==> src/rtl/canbt_pkg.sv <==
package canbt_pkg;
  localparam int ERR_W = 8;

  typedef enum logic [1:0] {
    SEG_SYNC = 2'd0,
    SEG_ONE  = 2'd1,
    SEG_TWO  = 2'd2
  } segT;

  typedef struct packed {
    logic                    sampleNow;
    logic                    errLoad;
    logic signed [ERR_W-1:0] errVal;
  } ctlStrobeT;
endpackage

==> src/rtl/canbt_ctrl.sv <==
module canbt_ctrl
  import canbt_pkg::*;
#(
  parameter int T1W   = 4,
  parameter int T2W   = 3,
  parameter int SJW_W = 2
) (
  input  logic             clk,
  input  logic             rst,
  input  logic             tqTick,
  input  logic             edgeTick,
  input  logic             busIdle,
  input  logic             txDom,
  input  logic [T1W-1:0]   tseg1,
  input  logic [T2W-1:0]   tseg2,
  input  logic [SJW_W-1:0] sjw,
  output ctlStrobeT        strb,
  output logic             txPt
);
  localparam int CW = T1W + 2;

  segT                     seg;
  logic [CW-1:0]           cnt, cntInc, ext, shrt, extN, shrtN;
  logic [CW-1:0]           sjwQ, seg1Len, seg2Full, seg2Len;
  logic                    syncDone;
  logic signed [ERR_W-1:0] phase, sjwS;
  logic                    accept, hardSync, posBig, negBig, seg1End, seg2End;

  always_comb begin
    sjwQ     = CW'(sjw) + CW'(1);
    seg2Full = CW'(tseg2) + CW'(1);
    cntInc   = cnt + CW'(1);
    case (seg)
      SEG_ONE: phase = $signed(ERR_W'(cntInc));
      SEG_TWO: phase = -$signed(ERR_W'(seg2Full - cnt));
      default: phase = '0;
    endcase
    sjwS     = $signed(ERR_W'(sjwQ));
    accept   = tqTick && edgeTick && (busIdle || (!syncDone && !txDom));
    posBig   = phase > sjwS;
    negBig   = phase < -sjwS;
    hardSync = accept && (busIdle || (!posBig && !negBig));
    extN     = (accept && !hardSync && posBig) ? sjwQ : ext;
    shrtN    = (accept && !hardSync && negBig) ? sjwQ : shrt;
    seg1Len  = CW'(tseg1) + CW'(1) + extN;
    seg2Len  = seg2Full - shrtN;
    seg1End  = (seg == SEG_ONE) && (cntInc >= seg1Len);
    seg2End  = (seg == SEG_TWO) && (cntInc >= seg2Len);
    strb.sampleNow = tqTick && !hardSync && seg1End;
    strb.errLoad   = accept;
    strb.errVal    = busIdle ? '0 : phase;
    txPt           = (seg == SEG_SYNC);
  end

  always_ff @(posedge clk or posedge rst) begin
    if (rst) begin
      seg      <= SEG_SYNC;
      cnt      <= '0;
      ext      <= '0;
      shrt     <= '0;
      syncDone <= 1'b0;
    end else if (tqTick) begin
      if (hardSync) begin
        seg      <= SEG_ONE;
        cnt      <= '0;
        ext      <= '0;
        shrt     <= '0;
        syncDone <= 1'b1;
      end else begin
        ext  <= extN;
        shrt <= shrtN;
        if (accept) syncDone <= 1'b1;
        case (seg)
          SEG_SYNC: begin
            seg <= SEG_ONE;
            cnt <= '0;
          end
          SEG_ONE: begin
            if (seg1End) begin
              seg <= SEG_TWO;
              cnt <= '0;
            end else begin
              cnt <= cntInc;
            end
          end
          SEG_TWO: begin
            if (seg2End) begin
              seg      <= SEG_SYNC;
              cnt      <= '0;
              ext      <= '0;
              shrt     <= '0;
              syncDone <= 1'b0;
            end else begin
              cnt <= cntInc;
            end
          end
          default: begin
            seg <= SEG_SYNC;
            cnt <= '0;
          end
        endcase
      end
    end
  end
endmodule

==> src/rtl/canbt_dp.sv <==
module canbt_dp
  import canbt_pkg::*;
#(
  parameter int T1W         = 4,
  parameter int T2W         = 3,
  parameter int SJW_W       = 2,
  parameter int PROP_TQ     = 1,
  parameter int SYNC_STAGES = 2
) (
  input  logic                    clk,
  input  logic                    rst,
  input  logic                    tqTick,
  input  logic                    rxIn,
  input  logic                    threeSmp,
  input  logic [T1W-1:0]          tseg1,
  input  logic [T2W-1:0]          tseg2,
  input  logic [SJW_W-1:0]        sjw,
  input  ctlStrobeT               strb,
  output logic                    edgeTick,
  output logic                    sampleStb,
  output logic                    sampledBit,
  output logic signed [ERR_W-1:0] phErr,
  output logic                    cfgErr
);
  localparam int QW = T1W + 2;

  logic [SYNC_STAGES-1:0] rxPipe;
  logic                   rxS, prevRx, maj;
  logic [1:0]             hist;
  logic [QW-1:0]          q1, q2, sq, minS1;

  assign rxS      = rxPipe[SYNC_STAGES-1];
  assign edgeTick = prevRx && !rxS;
  assign maj      = (hist[1] & hist[0]) | (hist[1] & rxS) | (hist[0] & rxS);

  always_ff @(posedge clk or posedge rst) begin
    if (rst) rxPipe <= '1;
    else     rxPipe <= {rxPipe[SYNC_STAGES-2:0], rxIn};
  end

  always_ff @(posedge clk or posedge rst) begin
    if (rst) begin
      prevRx     <= 1'b1;
      hist       <= 2'b11;
      sampleStb  <= 1'b0;
      sampledBit <= 1'b1;
      phErr      <= '0;
    end else if (tqTick) begin
      prevRx    <= rxS;
      hist      <= {hist[0], rxS};
      sampleStb <= strb.sampleNow;
      if (strb.sampleNow) sampledBit <= threeSmp ? maj : rxS;
      if (strb.errLoad)   phErr      <= strb.errVal;
    end
  end

  always_comb begin
    q1     = QW'(tseg1) + QW'(1);
    q2     = QW'(tseg2) + QW'(1);
    sq     = QW'(sjw) + QW'(1);
    minS1  = sq + QW'(PROP_TQ) + QW'(threeSmp);
    cfgErr = (q2 < QW'(2)) || (q2 < sq) || (q1 < minS1);
  end
endmodule

==> src/rtl/canbt_sync.sv <==
module canbt_sync
  import canbt_pkg::*;
#(
  parameter int T1W         = 4,
  parameter int T2W         = 3,
  parameter int SJW_W       = 2,
  parameter int PROP_TQ     = 1,
  parameter int SYNC_STAGES = 2
) (
  input  logic                    clk,
  input  logic                    rst,
  input  logic                    tqTick,
  input  logic                    rxIn,
  input  logic                    busIdle,
  input  logic                    txDom,
  input  logic                    threeSmp,
  input  logic [T1W-1:0]          tseg1,
  input  logic [T2W-1:0]          tseg2,
  input  logic [SJW_W-1:0]        sjw,
  output logic                    sampleStb,
  output logic                    sampledBit,
  output logic                    txPt,
  output logic signed [ERR_W-1:0] phErr,
  output logic                    cfgErr
);
  ctlStrobeT strb;
  logic      edgeTick;

  canbt_ctrl #(.T1W(T1W), .T2W(T2W), .SJW_W(SJW_W)) ctrl_i (
    .clk(clk), .rst(rst), .tqTick(tqTick), .edgeTick(edgeTick),
    .busIdle(busIdle), .txDom(txDom), .tseg1(tseg1), .tseg2(tseg2),
    .sjw(sjw), .strb(strb), .txPt(txPt)
  );

  canbt_dp #(.T1W(T1W), .T2W(T2W), .SJW_W(SJW_W), .PROP_TQ(PROP_TQ),
             .SYNC_STAGES(SYNC_STAGES)) dp_i (
    .clk(clk), .rst(rst), .tqTick(tqTick), .rxIn(rxIn),
    .threeSmp(threeSmp), .tseg1(tseg1), .tseg2(tseg2), .sjw(sjw),
    .strb(strb), .edgeTick(edgeTick), .sampleStb(sampleStb),
    .sampledBit(sampledBit), .phErr(phErr), .cfgErr(cfgErr)
  );
endmodule

==> config.mk <==
export PLATFORM = sky130hd
export DESIGN_NAME = canbt_sync
export DESIGN_NICKNAME = d
export VERILOG_FILES = /design/src/rtl/canbt_pkg.sv /design/src/rtl/canbt_ctrl.sv /design/src/rtl/canbt_dp.sv /design/src/rtl/canbt_sync.sv
export SDC_FILE = /design/constraint.sdc
export NUM_CORES = 1
export LEC_CHECK = 0
export BUFFER_PORTS_ARGS = -buffer_cell sky130_fd_sc_hd__buf_2
export CORE_MARGIN = 2
export CORE_UTILIZATION = 30
export DETAILED_ROUTE_END_ITERATION = 8
export SYNTH_ARGS = -nofsm -noshare
export SYNTH_HDL_FRONTEND = slang
export SYNTH_SLANG_ARGS = --single-unit
==> constraint.sdc <==
create_clock -name clk -period 6.2 [get_ports clk]
set_input_delay 0.62 -clock clk [delete_from_list [all_inputs] [get_ports clk]]
set_output_delay 0.62 -clock clk [all_outputs]
set_load 0.02 [all_outputs]
==> summary.txt, run 1 <==
Cells and area
  – Fraction of layout cells with a size suffix above 1: 0.3578
  – Nets: between 500 and 600
  – Fin cells: between 600 and 700
  – ANT cells: 0
  – Area growth syn-to-layout: 34.22%

Timing
  – Max Freq: ~0.16 GHz
  – Final Critical Period: around 6100 ps
  – Final Hold Vio Count: 0
  – Final setup viols: 0
  – Setup slack after layout: between 70 and 80 ps
  – Final period util: 0.9879
  – Unrepaired setup endpoints after global routing: true
  – Slew margin rel.: 0.6131
  – Final max-slew violation count: 0
  – Measured slew at the worst slew-check pin: a little under 600 ps
  – Layout Skew: a little under 6 ps

Global routing
  – Vias in the first global route: a little over 3000
  – Remaining Overflow, GRT: 0
  – Largest net degree at the start of global routing: 36
  – Initial antenna violation count: 0
  – Global-route wire length before repair: between 15000 and 20000 um
  – GRT Total Usage: 0.1626

Place
  – DP HPWL: around 7400 um
  – Number of port buffers: 27
  – GP Congestion: about 0.9
  – Cells after DPL: between 500 and 600
  – Post-Place Worst Slack: -485.8 ps

Die
  – Core Rows: 38
  – Die area: roughly 12000 um2
  – Die W: 110.4 um
  – # IOs: 28
  – Die height: roughly 110 um
  – Core Box Area: roughly 11000 um2
  – Starting Density: 0.3103

Yosys
  – Register area share after synthesis: 0.2600
  – Synth unique cells: 73
  – Synth Warn #: 0
  – Post-synth top area share: 0.2212
  – Main synth FF type: dfrtp_1
  – Post-synth EDFFs: 0
  – Post-synth top cells: ha_1 (47), inv_1 (36), dfrtp_1 (30)
  – Asr flop ratio synth: 1.000
  – Dominant cells by area after synthesis: dfrtp_1 (22%), ha_1 (17%), inv_1 (4.0%), dfstp_2 (3.9%), o21ai_0 (3.5%)
  – Post-Synthesis Cells: roughly 370
  – Top-count cell post-synth: ha_1
  – Post-synthesis cell area: between 3000 and 4000 um2
  – Mean Syn Cell Area: approximately 9.3 um2
  – Synth Register Bits: 35
  – Synth area leader: dfrtp_1

Flow run
  – Max cap viols: 0

CTS
  – TritonCTS Buffers: 5
  – CTS Sinks: 35
  – Root Driver: clkbuf_16
  – Hold-fix buffers at CTS: 0
  – CTS tree: yes
  – Clk Latency, worst-skew pair: 280 ps
  – Clk pin slew, worst setup/hold paths: roughly 60 ps
  – H-tree levels: 2
  – Max Buffers Root-to-Sink: 2

Pwr
  – Sw Ratio: 0.3988
  – Comb pwr share: 0.622
  – Clock power frac: 0.174
  – Worst vdd ir: ~0.18 mV
  – P_sw: 581.1 uW
  – Int Pwr: between 800 and 900 uW
  – PD cells: 319.9 nW/um2
  – Leak: about 0.0022 uW
  – Tot Pwr: roughly 1500 uW
  – Sequential cell fraction of total power: 0.204

Setup path
  – Setup crit end kind: flop
  – R2R Setup Slk: roughly 180 ps
  – CP Launch Type: input port
  – Crit path arrival time: 6330 ps
  – Critical Path Most Common Cell: a21o_1
  – Crit path kind: in2reg
  – Worst path max stage delay: between 500 and 600 ps
  – Critical path required time: around 6400 ps
  – Worst R2R Path Depth: 33
  – Slowest CP cell: fa_2
  – Maximum fanout along the worst path: 4

Route
  – Average via count per standard cell: 5.088
  – Initial DRC Count: between 80 and 90
  – Router iterations before antenna repair: 4
  – DRC Markers: 0
  – DR vias: just over 3000
  – Routed wire length: a little over 9000 um
  – Final ANT Viol Nets: 0
  – Average routed wire per standard cell: about 15 um

Hold path
  – Hold Crit Depth: 0
  – Min-Delay Path Class: reg2reg

Run status
  – Status: finished clean
==> what timing repair did <==
action / CTS / global route
pin swaps: 7 / 26
setup endpoints to repair: 16 / 23
cloned: 0 / 0
buffers inserted: 5 / 4
resized for setup: 9 / 24
==> sequential cells by signal (all words and copies together) (netlist names) <==
signal           flops
ctrl_i.shrt          6
ctrl_i.ext           6
dp_i.hist            2
dp_i.phErr           8
ctrl_i.cnt           6
dp_i.sampledBit      1
dp_i.sampleStb       1
ctrl_i.seg           2
dp_i.rxPipe          2
ctrl_i.syncDone      1
==> power by group through the flow <==
stage	combinational (uW)	sequential [uW]	clock (uW)
CTS	861	296	258
global placement	817	298	0
finish	906	297	254
global route	996	303	268
floorplan	519	316	0
detailed placement	835	299	0
==> stage by stage <==
step                  util  setup TNS (ps)  hold slack, ps  cell area, um2
global placement    0.3833           -4324           350.3            4192
floorplan                -               0           345.2            3478
CTS                 0.4033               0           359.3            4410
global route        0.4165           -3110           359.9            4554
finish              0.4165               0           357.3            4554
detailed placement  0.3833           -7143           347.6            4192
==> cell families (layout without fill, tap and decap cells) <==
logic type	after synthesis	after routing	share of synthesized area
compound gates	111	111	0.2471
xor+xnor	20	20	0.05789
fa+ha+maj	51	51	0.1943
buf+inv	42	139	0.05162
flops	35	35	0.2600
mux	11	11	0.03798
other cells	1	2	0.001105
simple gates	95	95	0.1501
==> layer usage <==
metal / share of wire / GRT usage
met1: 0.47 / 0.2215
met5: 0 / 0
met4: 0.010 / 0.03661
met2: 0.49 / 0.2752
met3: 0.034 / 0.02058
==> placed cells by master, fill, tap and decap left out, drive strengths merged, types with 6 or more instances in the layout <==
master and instances:
buf 95, ha 47, inv 37, dfrtp 30, o21ai 26, nand2 24
nor2 17, a21o 16, a21oi 15, and2 13, nand3 13, xnor2 12
a22o 8, xor2 7, and3 6, mux2 6
==> area by class of cell <==
class / count / area, um2
clock buffer: 5 / 125.1
multi-input combinational: 290 / 2545
fill: 1061 / 6381
tap: 140 / 175.2
clock inverter: 3 / 23.77
inverter: 36 / 137.6
sequential: 35 / 882.1
timing repair buffer: 95 / 665.6
==> path summary, 6_finish.rpt <==
path | startpoint | to
worst min register to register | dp_i.rxPipe[0]$_DFF_PP1_ | dp_i.rxPipe[1]$_DFF_PP1_
max in group asynchronous | rst | dp_i.rxPipe[1]$_DFF_PP1_
worst max register to register | ctrl_i.cnt[0]$_DFFE_PP0P_ | ctrl_i.cnt[3]$_DFFE_PP0P_
worst max-delay path | tseg2[1] | ctrl_i.cnt[3]$_DFFE_PP0P_
min in group asynchronous | rst | dp_i.phErr[0]$_DFFE_PP0P_
worst min-delay path | dp_i.rxPipe[0]$_DFF_PP1_ | dp_i.rxPipe[1]$_DFF_PP1_
==> worst max-delay path, delay by kind of cell <==
kind | cells | cell delay, ps
adders and majority gates | 7 | 2020
buffers and inverters | 7 | 700
xor gates and xnor gates | 1 | 220
AOI/OAI and AO/OA | 14 | 2050
muxes | 1 | 340
and+or+nand+nor | 3 | 390
Note: power is estimated with default switching activity, not from simulation.
==> run 2, diff against run 1 <==
--- a/config.mk
+++ b/config.mk
@@ -7,7 +7,7 @@
 export LEC_CHECK = 0
 export BUFFER_PORTS_ARGS = -buffer_cell sky130_fd_sc_hd__buf_2
 export CORE_MARGIN = 2
-export CORE_UTILIZATION = 30
+export CORE_UTILIZATION = 40
 export DETAILED_ROUTE_END_ITERATION = 8
 export SYNTH_ARGS = -nofsm -noshare
 export SYNTH_HDL_FRONTEND = slang
==> run 2 against run 1 <==
  * Clock power fell by 17%
  * Via count down 0.23%
  * Global-route usage is 4.7 points higher
  * Flip-flop and latch count unchanged
  * Clock skew grew 3.3 ps
  * Count of clock-buffer cells in the layout is the same
  * Critical path depth down 1
  * Cell count is 6.6% lower
  * Sequential power about the same
  * Total power is 2.1% lower
  * Utilization up 13 points
  * Highest routed layer unchanged
==> summary.txt, run 2 (same netlist as run 1, synthesis figures left out) <==
Run status
  – Status: finished clean

Hold path
  – HP Start: dp_i.rxPipe[0]$_DFF_PP1_
  – Min-Delay Path Class: reg2reg

Global routing
  – Largest net degree at the start of global routing: 36 (unchanged)
  – Vias in the first global route: 3079 (+0.82%)
  – Global-route wire length before repair: 14960 um (-1.8%)
  – Remaining Overflow, GRT: 0 (unchanged)
  – Initial antenna violation count: 0 (unchanged)
  – GRT Total Usage: 0.2094 (+0.04679)

Setup path
  – Maximum fanout along the worst path: 5 (+1)
  – Crit path arrival time: 6390 ps (+60 ps)
  – Critical Path Most Common Cell: a21o_1
  – Crit path kind: in2reg
  – Worst setup path startpoint: tseg2[0]
  – Slowest CP cell: fa_2
  – Worst path max stage delay: 430 ps (-120 ps)
  – FF-to-FF Start: ctrl_i.cnt[0]$_DFFE_PP0P_
  – CP Launch Type: input port
  – Setup crit end kind: flop
  – Critical path required time: 6420 ps (+20 ps)

Route
  – Final ANT Viol Nets: 0 (unchanged)
  – DR vias: 3066 (-0.23%)
  – Average routed wire per standard cell: 16.21 um (+5.5%)
  – DRC Markers: 0 (unchanged)
  – Initial DRC Count: 136 (+66%)
  – Router iterations before antenna repair: 4 (unchanged)
  – Routed wire length: 9142 um (-1.5%)
  – Average via count per standard cell: 5.436 (+6.8%)

Flow run
  – Max cap viols: 0 (unchanged)

Die
  – # IOs: 28 (unchanged)
  – Core Rows: 33 (-13%)
  – Starting Density: 0.4130 (+0.1027)
  – Die area: 9236 um2 (-24%)
  – Die height: 96.11 um (-13%)
  – Die W: 96.11 um (-13%)
  – Core Box Area: 8217 um2 (-25%)

CTS
  – Clk pin slew, worst setup/hold paths: 80 ps (+20 ps)
  – CTS Sinks: 35 (unchanged)
  – Max Buffers Root-to-Sink: 2 (unchanged)
  – H-tree levels: 2 (unchanged)
  – Root Driver: clkbuf_8
  – CTS tree: yes
  – Clk Latency, worst-skew pair: 290 ps (about the same)
  – TritonCTS Buffers: 5 (unchanged)

Cells and area
  – Commonest non-fill, non-tap cells in the layout: buf_4 (63), ha_1 (42), inv_1 (32)
  – Most common cell after layout, fill and taps aside: buf_4
  – Area growth syn-to-layout: 31.16%
  – Fraction of layout cells with a size suffix above 1: 0.3682 (+0.01043)
  – Nets: 524 (-0.95%)
  – Final core occ: 0.5416 (+0.1252)
  – ANT cells: 0 (unchanged)
  – Number of flip-flops under the largest register name: 8 (unchanged)
  – Largest Register: dp_i.phErr

Timing
  – Measured slew at the worst slew-check pin: 565.4 ps (-12.96 ps)
  – Final Critical Period: 6163 ps (+38.23 ps)
  – Unrepaired setup endpoints after global routing: true
  – Final TNS setup: 0 ps (unchanged)
  – Max Freq: 0.1623 GHz (-0.62%)
  – Final Hold Vio Count: 0 (unchanged)
  – Final setup viols: 0 (unchanged)
  – Final max-slew violation count: 0 (unchanged)
  – Layout Skew: 9.110 ps (+3.341 ps)
  – Slew margin rel.: 0.6218 (+0.008671)
  – Final period util: 0.9941 (+0.006166)

Place
  – Number of port buffers: 27 (unchanged)
  – GP Congestion: 0.8273 (-9.2%)
  – DP HPWL: 7087 um (-3.6%)

Pwr
  – Leak: 0.002212 uW (-0.94%)
  – PD cells: 320.5 nW/um2 (+0.19%)
  – Worst vdd ir: 0.2107 mV (+15%)
[run 2: repair_timing]
item	CTS	global route
hold buffers	0	0
buffers inserted	1	5
resized for setup	8	35
pin swaps	3	26
endpoints found under the setup margin	12	23
[run 2: power breakdown]
| group | switching, uW | internal [uW] |
|---|---|---|
| combinational | 464 | 457 |
| sequential | 25.3 | 270 |
| clock | 90.6 | 120 |
| total | 580 | 846 |
[run 2: metal layers]
metal / routed length (um) / vias to the layer above / track usage
li1: - / 1512 / -
met1: 4278 / 1496 / 0.2935
met2: 4471 / 50 / 0.3530
met3: 312 / 8 / 0.02271
met4: 80 / 0 / 0.03452
met5: 0 / - / 0
[run 2: final cells by class]
| type | instances | area, um2 |
|---|---|---|
| clock buffer | 5 | 68.82 |
| clock inverter | 3 | 43.79 |
| fill | 748 | 3766 |
| inverter | 36 | 140.1 |
| multi-input combinational | 290 | 2560 |
| sequential | 35 | 882.1 |
| tap | 105 | 131.4 |
| timing repair buffer | 90 | 624.3 |
[run 2: per-stage QoR]
step	setup WS, ps	area [um2]	hold WS (ps)	instances	total power [uW]
2_1_floorplan	6.747	3478	345.2	367	835.1
3_3_place_gp	-318.0	4148	347.1	552	1114
3_5_place_dp	-421.2	4148	348.8	552	1125
4_1_cts	-12.15	4287	360.1	561	1357
5_1_grt	-249.9	4451	361.4	564	1533
6_report	36.65	4451	358.5	564	1426
[run 2: final timing paths]
path                                                     to  depth (start not counted)  slack, ps
max in group asynchronous       dp_i.sampledBit$_DFFE_PP1P_                          3       5430
worst min register to register     dp_i.rxPipe[1]$_DFF_PP1_                          0        360
worst min-delay path               dp_i.rxPipe[1]$_DFF_PP1_                          0        360
worst max register to register    ctrl_i.cnt[0]$_DFFE_PP0P_                         32         90
min in group asynchronous         ctrl_i.ext[1]$_DFFE_PP0P_                          3        420
worst max-delay path              ctrl_i.cnt[0]$_DFFE_PP0P_                         32         40
[run 2: critical path, delay by kind of cell]
family | cells | cell delay (ps)
mux | 2 | 460
buf+inv | 6 | 540
simple gates | 3 | 500
compound gates | 13 | 2050
xor+xnor | 1 | 290
fa+ha+maj | 7 | 1930
